$ cat config.mk
export PLATFORM = sky130hd
export DESIGN_NAME = uart_tx_cts
export DESIGN_NICKNAME = d
export VERILOG_FILES = /design/src/rtl/uart_tx_pkg.sv /design/src/rtl/uart_tx_seg_cnt.sv /design/src/rtl/uart_tx_shift.sv /design/src/rtl/uart_tx_cts_gate.sv /design/src/rtl/uart_tx_cts.sv
export SDC_FILE = /design/constraint.sdc
export NUM_CORES = 1
export LEC_CHECK = 0
export CELL_PAD_IN_SITES_DETAIL_PLACEMENT = 0
export CELL_PAD_IN_SITES_GLOBAL_PLACEMENT = 2
export CORE_ASPECT_RATIO = 0.75
export CORE_UTILIZATION = 37
export CTS_BUF_LIST = sky130_fd_sc_hd__clkbuf_8 sky130_fd_sc_hd__clkbuf_16
export DETAILED_ROUTE_END_ITERATION = 16
export PLACE_DENSITY = 0.83
export SLEW_MARGIN = 20
export SYNTH_ARGS = -nofsm -noshare
export SYNTH_HDL_FRONTEND = slang
export SYNTH_SLANG_ARGS = --single-unit
$ cat constraint.sdc
create_clock -name clk_i -period 5.2 [get_ports clk_i]
set_clock_uncertainty 0.05 [all_clocks]
set_input_delay 1.04 -clock clk_i [delete_from_list [all_inputs] [get_ports clk_i]]
set_output_delay 1.04 -clock clk_i [all_outputs]
set_load 0.01 [all_outputs]
$ cat src/rtl/uart_tx_pkg.sv
package uart_tx_pkg;
  localparam int MAX_BITS = 8;
  localparam int IDX_W    = $clog2(MAX_BITS);

  typedef enum logic [2:0] {
    ST_IDLE, ST_START, ST_DATA, ST_PAR, ST_STOP
  } tx_state_e;

  typedef struct packed {
    logic [1:0] wlen;
    logic       par_en;
    logic       par_odd;
    logic       stop_long;
    logic       os8;
  } tx_cfg_t;

  function automatic logic [IDX_W-1:0] last_bit_idx(input logic [1:0] wlen);
    return IDX_W'(4 + int'(wlen));
  endfunction
endpackage

$ cat src/rtl/uart_tx_seg_cnt.sv
module uart_tx_seg_cnt #(
  parameter int CW = 6
) (
  input  logic          clk_i,
  input  logic          rst_ni,
  input  logic          tick_i,
  input  logic          run_i,
  input  logic [CW-1:0] seg_len_i,
  output logic [CW-1:0] cnt_o,
  output logic          last_o
);
  logic [CW-1:0] cnt_q;

  assign last_o = run_i && tick_i && (cnt_q == seg_len_i - CW'(1));
  assign cnt_o  = cnt_q;

  always_ff @(posedge clk_i or negedge rst_ni) begin
    if (!rst_ni)              cnt_q <= '0;
    else if (run_i && tick_i) cnt_q <= last_o ? '0 : cnt_q + CW'(1);
  end


  cnt_in_seg_chk: assert property (@(posedge clk_i) disable iff (!rst_ni)
    run_i |-> (cnt_q < seg_len_i));
endmodule

$ cat src/rtl/uart_tx_shift.sv
module uart_tx_shift #(
  parameter int DW = 8
) (
  input  logic          clk_i,
  input  logic          rst_ni,
  input  logic          load_i,
  input  logic          shift_i,
  input  logic [DW-1:0] data_i,
  input  logic [1:0]    wlen_i,
  input  logic          par_odd_i,
  output logic          bit_o,
  output logic          par_o
);
  logic [DW-1:0] sh_q;
  logic [DW-1:0] mask;
  logic          par_q;

  assign mask = {DW{1'b1}} >> (DW - 5 - int'(wlen_i));

  always_ff @(posedge clk_i or negedge rst_ni) begin
    if (!rst_ni) begin
      sh_q  <= '0;
      par_q <= 1'b0;
    end else if (load_i) begin
      sh_q  <= data_i;
      par_q <= (^(data_i & mask)) ^ par_odd_i;
    end else if (shift_i) begin
      sh_q  <= sh_q >> 1;
    end
  end

  assign bit_o = sh_q[0];
  assign par_o = par_q;
endmodule

$ cat src/rtl/uart_tx_cts_gate.sv
module uart_tx_cts_gate (
  input  logic clk_i,
  input  logic rst_ni,
  input  logic en_i,
  input  logic cts_ni,
  input  logic sample_i,
  output logic idle_ok_o,
  output logic chain_ok_o
);
  logic ok_q;

  always_ff @(posedge clk_i or negedge rst_ni) begin
    if (!rst_ni)       ok_q <= 1'b0;
    else if (sample_i) ok_q <= !cts_ni;
  end

  assign idle_ok_o  = !en_i || !cts_ni;
  assign chain_ok_o = !en_i || ok_q;


  cts_hold_chk: assert property (@(posedge clk_i) disable iff (!rst_ni)
    !sample_i |=> $stable(ok_q));
endmodule

$ cat src/rtl/uart_tx_cts.sv
module uart_tx_cts
  import uart_tx_pkg::*;
#(
  parameter int OS_HI = 16,
  parameter int OS_LO = 8
) (
  input  logic                clk_i,
  input  logic                rst_ni,
  input  logic                tick_i,
  input  logic                os8_i,
  input  logic [1:0]          wlen_i,
  input  logic                par_en_i,
  input  logic                par_odd_i,
  input  logic                stop_long_i,
  input  logic                acts_en_i,
  input  logic                cts_ni,
  input  logic                brk_i,
  input  logic                fifo_empty_i,
  input  logic [MAX_BITS-1:0] fifo_data_i,
  output logic                pop_o,
  output logic                txd_o,
  output logic                busy_o
);
  localparam int CW = $clog2(2 * OS_HI + 1);

  tx_state_e        state_q, state_d;
  tx_cfg_t          cfg_q;
  logic [IDX_W-1:0] bit_q;
  logic [CW-1:0]    bit_len, half_len, stop_len, seg_len, cnt;
  logic             seg_last, line, sh_bit, par_bit;
  logic             idle_ok, chain_ok, sample, start_idle, chain, load, shift;

  always_comb begin
    bit_len  = cfg_q.os8 ? CW'(OS_LO) : CW'(OS_HI);
    half_len = bit_len >> 1;
    if (!cfg_q.stop_long)       stop_len = bit_len;
    else if (cfg_q.wlen == 2'd0) stop_len = bit_len + half_len;
    else                         stop_len = bit_len << 1;
    seg_len = (state_q == ST_STOP) ? stop_len : bit_len;
  end

  uart_tx_seg_cnt #(.CW(CW)) u_seg_cnt (
    .clk_i     (clk_i),
    .rst_ni    (rst_ni),
    .tick_i    (tick_i),
    .run_i     (state_q != ST_IDLE),
    .seg_len_i (seg_len),
    .cnt_o     (cnt),
    .last_o    (seg_last)
  );

  // sample half a bit before the end of the stop period
  assign sample = (state_q == ST_STOP) && tick_i && (cnt == stop_len - half_len);

  uart_tx_cts_gate u_gate (
    .clk_i      (clk_i),
    .rst_ni     (rst_ni),
    .en_i       (acts_en_i),
    .cts_ni     (cts_ni),
    .sample_i   (sample),
    .idle_ok_o  (idle_ok),
    .chain_ok_o (chain_ok)
  );

  assign start_idle = (state_q == ST_IDLE) && tick_i && !fifo_empty_i && idle_ok;
  assign chain      = (state_q == ST_STOP) && seg_last && !fifo_empty_i && chain_ok;
  assign load       = start_idle || chain;
  assign shift      = (state_q == ST_DATA) && seg_last;

  uart_tx_shift #(.DW(MAX_BITS)) u_shift (
    .clk_i     (clk_i),
    .rst_ni    (rst_ni),
    .load_i    (load),
    .shift_i   (shift),
    .data_i    (fifo_data_i),
    .wlen_i    (wlen_i),
    .par_odd_i (par_odd_i),
    .bit_o     (sh_bit),
    .par_o     (par_bit)
  );

  always_comb begin
    state_d = state_q;
    unique case (state_q)
      ST_IDLE:  if (start_idle) state_d = ST_START;
      ST_START: if (seg_last)   state_d = ST_DATA;
      ST_DATA:  if (seg_last && bit_q == last_bit_idx(cfg_q.wlen))
                  state_d = cfg_q.par_en ? ST_PAR : ST_STOP;
      ST_PAR:   if (seg_last)   state_d = ST_STOP;
      ST_STOP:  if (seg_last)   state_d = chain ? ST_START : ST_IDLE;
      default:                  state_d = ST_IDLE;
    endcase
  end

  always_ff @(posedge clk_i or negedge rst_ni) begin
    if (!rst_ni) begin
      state_q <= ST_IDLE;
      bit_q   <= '0;
      cfg_q   <= '0;
    end else begin
      state_q <= state_d;
      if (load) begin
        cfg_q <= '{wlen: wlen_i, par_en: par_en_i, par_odd: par_odd_i,
                   stop_long: stop_long_i, os8: os8_i};
      end
      if (state_q == ST_START) bit_q <= '0;
      else if (shift)          bit_q <= bit_q + IDX_W'(1);
    end
  end

  always_comb begin
    unique case (state_q)
      ST_START: line = 1'b0;
      ST_DATA:  line = sh_bit;
      ST_PAR:   line = par_bit;
      default:  line = 1'b1;
    endcase
  end

  assign txd_o  = line && !brk_i;
  assign busy_o = (state_q != ST_IDLE);
  assign pop_o  = load;


  pop_on_tick_chk: assert property (@(posedge clk_i) disable iff (!rst_ni)
    pop_o |-> (tick_i && !fifo_empty_i));

  start_bit_low_chk: assert property (@(posedge clk_i) disable iff (!rst_ni)
    (pop_o && !busy_o) |=> (brk_i || !txd_o));

  break_low_chk: assert property (@(posedge clk_i) disable iff (!rst_ni)
    brk_i |-> !txd_o);

  idle_cts_hold_chk: assert property (@(posedge clk_i) disable iff (!rst_ni)
    (acts_en_i && !busy_o && cts_ni) |-> !pop_o);

  frame_end_on_tick_chk: assert property (@(posedge clk_i) disable iff (!rst_ni)
    $fell(busy_o) |-> $past(tick_i));
endmodule

Word level (Yosys, flattened, before mapping)
Index checks and enable logic that the tools add are counted.
- add/subtract/negate cells: 7
- eq/ne operators: 12
- shift-type cells: 1
- multiplexer cells: 18
- bitwise logic cells: 2
- reduce and logical (&&, ||, !) cells: 27
- operator list (cell ; count):
    8-bit by 32-bit >> shifter with 8-bit output, first input constant ; 1
    3-bit 2-to-1 mux ; 8
    6-bit 2-to-1 mux ; 4
    8-bit 2-to-1 mux ; 2
    3-bit case mux with 5 select lines ; 1
    1-bit logical AND ; 13
    6-bit equality test ; 2
    8-bit AND ; 1
    2-bit inequality test, second input constant ; 4
    8-bit XOR reduction ; 1
    5-bit by 4-bit adder with 6-bit output ; 1
    6-bit by 1-bit adder with 6-bit output, second input constant ; 1
    3-bit by 2-bit equality test with 1-bit output, second input constant ; 2
    6-bit by 1-bit subtractor with 6-bit output, second input constant ; 1
    6-bit by 4-bit subtractor with 6-bit output ; 1
    5-bit 2-to-1 mux ; 1
    5-bit AND reduction ; 1
    1-bit logical NOT ; 4
    2-bit nonzero test ; 2
    3-bit by 1-bit adder with 3-bit output, second input constant ; 1
    3-bit by 2-bit adder with 3-bit output, first input constant ; 1
    3-bit by 1-bit equality test with 1-bit output, second input constant ; 1
    3-bit equality test ; 1
    3-bit equality test, second input constant ; 1
    other kinds (9) ; 11
- bits in registers: 27
- input bits: 21
- output and inout bits: 3
- word-level logic and storage cells: 77

Logic depth before layout (Yosys ltp)
- word-level depth: 14
- gate-level depth with buffers: 11

Modules after synthesis
Synthesis repeated with hierarchy kept, for this count alone.
- cell total of the unflattened synthesis: 209
- area, all modules: 1896.8 µm²
- by module, submodules not included (module ; times used ; cells each ; area an instance (µm²)):
    uart_tx_cts ; 1 ; 98 ; 860.8
    uart_tx_seg_cnt ; 1 ; 58 ; 505.5
    uart_tx_shift ; 1 ; 48 ; 484.2
    uart_tx_cts_gate ; 1 ; 5 ; 46.3

Worst setup path before layout
Ideal clock, no wire load.
- kind: register -> output
- from: register state_q[2]
- to: output port pop_o
- arrival time: 2.560 ns
- required time: 4.110 ns
- path slack: 1.550 ns
- stages on the path, launching flop included: 11
- path through: dfrtp_1 > clkbuf_1 > nand2_1 > mux2i_1 > ha_1 > xnor3_1 > nor3_2 > a31oi_1 > nor3_1 > o2bb2ai_2 > buf_4
- longest elaborated chain between the ends: 9
- elaborated cells on any way between the ends: 15
- ends and longest elaborated chain (what ; RTL line ; text):
    start: declaration ; uart_tx_cts.sv:26 ; tx_state_e state_q, state_d;
    start signal: assignment ; uart_tx_cts.sv:101 ; state_q <= state_d;
    3-bit equality test ; uart_tx_cts.sv:39, uart_tx_cts.sv:66 ;
    6-bit 2-to-1 mux ; uart_tx_cts.sv:39 ; seg_len = (state_q == ST_STOP) ? stop_len : bit_len;
    6-bit by 1-bit subtractor with 6-bit output ; uart_tx_seg_cnt.sv:14 ; assign last_o = run_i && tick_i && (cnt_q == seg_len_i - CW'(1));
    6-bit equality test ; uart_tx_seg_cnt.sv:14 ;
    1-bit logical AND ; uart_tx_seg_cnt.sv:14 ;
    1-bit logical AND (3 in series) ; uart_tx_cts.sv:66 ; assign chain = (state_q == ST_STOP) && seg_last && !fifo_empty_i && chain_ok;
    1-bit logical OR (*) ; uart_tx_cts.sv:67 ; assign load = start_idle || chain;
    end: declaration ; uart_tx_cts.sv:20 ; output logic pop_o,
Mark *: on every way between the ends. The rest lies on a longest branch, timed or not.

Final worst setup path
- from: register state_q[1]
- to: output port pop_o
Same word-level chain as after synthesis.

==> impl_metrics.tcl <==
set metrics [dict create \
    synth_compound_area_share_pct 9.18 \
    dpl_worst_slack_ns 1.03 \
    path_cells "nor2_1 -> nand2_1 -> mux2i_1 -> ha_1 -> xnor3_1 -> nor3_2 -> a31oi_1 -> nor3_1 -> o2bb2ai_2 -> clkdlybuf4s50_1" \
    hold_class "register to register" \
    critPathArrivalTime_ns 3.30 \
    die_h_um 63.1 \
    worst_ep_required_time_ns 4.11 \
    syn_nets 215 \
    synth-seq-area-share_pct 36.7 \
    async_flop_share_pct 100 \
    synthFlopType "dfrtp_1" \
    met2_usage_pct 24.8 \
    synth_top_family_by_area "simple AND/OR/NAND/NOR gates" \
    critPathMaxFanout 15 \
    htreeDepth 1 \
    power_frac_seq_pct 38.2 \
    synthCells 187 \
    instances_no_fill 264 \
    ios 24 \
    syn2layout_area_growth_pct 17.3 \
    synthAdderAreaFrac_pct 4.76 \
    start_util_pct 39.8 \
    ys_ff_latch 27 \
    cp-start-kind "register" \
    power.switching_w 0.000431 \
    synth_mux_area_share_pct 15.6 \
    drtIter0Drc 103 \
    internal_power_w 0.000655 \
    clkPwrFrac_pct 10.9 \
    synth_edf_count 0 \
    drtAntennaViolNets 0 \
    clock_path_buffers 2 \
    cpPeakStageDelay_ns 0.62 \
    fin_setup_tns_ns 0 \
    outcome "finished, final reports clean" \
    fill_cells 449 \
    cp_slowest_cell "dfrtp_1" \
    period_share_pct 84.4 \
    post_drt_wl_per_cell_um 14.8 \
    max_freq_mhz 228 \
    power_density_mw_per_mm2 504 \
    synth-simple-area-share_pct 16.0 \
    cts_made_buffers 3 \
    numPlacedInstances 260 \
    insertedDiodeCount 0 \
    grt_util_met3_pct 3.54 \
    yosysUniqueCellTypes 44 \
    die_w_um 83.4 \
    grt_max_degree 28 \
    post_cts_buffers 0 \
    grtUsageMet1_pct 24.9 \
    final_max_slew_viol_count 0 \
    path_delay_family "simple AND/OR/NAND/NOR gates" \
    port_buffers 23 \
    critical_path_class "register to primary output" \
    p_sw_share_pct 39.7 \
    root_buffer "clkbuf_8" \
    maxCapViolations 0 \
    antenna_found_initial 0 \
    drt-vias-per-instance 5.21 \
    rsz0062_at_grt "false" \
    worstSkewPairLatency_ns 0.27 \
    grt_pass1_vias 1411 \
    grt_usage_pct 16.9 \
    place_congestion 0.801 \
    period_minus_slack_ns 4.39 \
    p_comb_share_pct 50.9 \
    clkTransAtPathRegs_ns 0.09 \
    maxSlewHeadroom_pct 69.6 \
    critPathCaptureType "primary output" \
    hpwl_um 3100 \
    drc 0 \
    p_leak_nw 0.915 \
    cts_resized 0 \
    tightest_slew_ns 0.454 \
    cts_tree "built" \
    hold_viol_final 0 \
    dr.pass1.iters 4 \
    nets 236 \
    peakVddDrop_mv 0.261 \
    syn-cell-area_mm2 0.00184 \
    drive_gt1_share_pct 12.1 \
    row_count 21 \
    avgSynthCellArea_um2 9.84 \
    fin_ws_ns 0.812 \
    grt_overflow 0 \
    hold_buffers 0 \
    grt-busiest-layer "met1" \
    fp.dieArea_mm2 0.00526 \
    wl_um 3910 \
    core-area_mm2 0.00462 \
    critPathBufInv 1 \
    clock-sinks 27 \
    ys_warn_count 0 \
    detailroute.via_count 1375 \
    grt_pass1_wl_um 6910 \
    yosys.area_share.xor_xnor_pct 13.1 \
    setup_viol 0 \
]
-- power groups by stage --
stage | registers, W | clock network [W] | logic [W]
floorplan | 0.000355 | 0 | 0.000484
global placement | 0.000412 | 0 | 0.000541
detailed placement | 0.000418 | 0 | 0.000551
CTS | 0.000414 | 0.000124 | 0.000556
global route | 0.000433 | 0.000133 | 0.000622
finish | 0.000416 | 0.000118 | 0.000553
-- worst register-to-register path: stages (launching register included) --
cell,delay (ns)
dfrtp_1,0.62
nor2_1,0.15
nand2_1,0.21
mux2i_1,0.23
ha_1,0.23
xnor3_1,0.32
nor3_2,0.11
a31oi_1,0.10
or4b_1,0.78
mux2_1,0.39
mux2_2,0.27
-- cell usage after synthesis (2+ instances only) --
cell      instances  area share (%)
dfrtp_1          27              37
nor2_1           18             3.7
xnor2_1          17             8.1
mux2_2           13             8.0
nand2_1          13             2.7
inv_1             9             1.8
xor2_1            8             3.8
ha_1              7             4.8
clkbuf_1          6             1.2
nand3_1           6             1.6
o21ai_0           6             1.6
mux2i_1           5             2.7
a21oi_1           4             1.1
mux2_1            4             2.4
mux2_4            3             2.4
nor2b_1           3             1.0
o22ai_1           3             1.0
and2_1            2            0.68
and3_1            2            0.68
buf_2             2            0.54
nand3b_1          2            0.82
nand4_1           2            0.68
nor3_1            2            0.54
o31ai_1           2            0.82
or3_1             2            0.68
-- final timing paths --
path	start	endpoint	slack (ns)	depth (start not counted)
max	state_q[1]	pop_o	0.81	10
min	u_gate.ok_q	u_gate.ok_q	0.49	2
max reg2reg	state_q[1]	u_shift.sh_q[1]	1.65	10
min reg2reg	u_gate.ok_q	u_gate.ok_q	0.49	2
max in group asynchronous	rst_ni	bit_q[1]	3.76	2
min in group asynchronous	rst_ni	u_shift.sh_q[1]	1.08	2
-- per-stage QoR --
| step | total power [W] | util, % | area, um^2 | hold WS [ns] |
|---|---|---|---|---|
| floorplan | 0.000839 | - | 1840 | 0.431 |
| global placement | 0.000953 | 45.7 | 2110 | 0.461 |
| detailed placement | 0.000969 | 45.7 | 2110 | 0.474 |
| CTS | 0.00109 | 46.6 | 2160 | 0.494 |
| global route | 0.00119 | 46.6 | 2160 | 0.516 |
| finish | 0.00109 | 46.6 | 2160 | 0.486 |
-- metal layers --
metal  routed length (um)  up-vias
li1                     -      689
met1                 2030      653
met2                 1630       28
met3                  206        5
met4                   49        0
met5                    0        -
-- cells in the final DEF, fill, tap and decap left out, types with 3 or more instances in the layout --
cell type,instances
dfrtp_1,27
clkdlybuf4s50_1,23
nor2_1,18
xnor2_1,17
nand2_1,13
mux2_2,13
inv_1,10
xor2_1,8
ha_1,7
nand3_1,6
o21ai_0,6
mux2i_1,5
a21oi_1,4
mux2_1,4
nor2b_1,3
o22ai_1,3
mux2_4,3
clkbuf_8,3
buf_4,3
-- state kept, by name, indices dropped and copies added, names as in the netlist --
register	cells
u_shift.sh_q	8
bit_q	3
cfg_q	5
u_shift.par_o	1
u_gate.ok_q	1
state_q	3
u_seg_cnt.cnt_o	6
-- cell families after synthesis --
kind of cell / count (synthesis)
buffers and inverters: 19
muxes: 25
AOI/OAI and AO/OA: 25
adders and majority gates: 7
and+or+nand+nor: 58
DFF: 27
xor gates and xnor gates: 26
-- final cells by class --
class,instances,area [um^2],area share (%)
multi-input cells,141,1080,50.0
well taps,57,71.3,3.31
clock buffers,3,41.3,1.91
clock inverters,1,3.75,0.174
inverters,9,33.8,1.57
flip-flops and latches,27,676,31.3
repair buffers,26,253,11.7
Note: power is estimated with default switching activity, not from simulation.
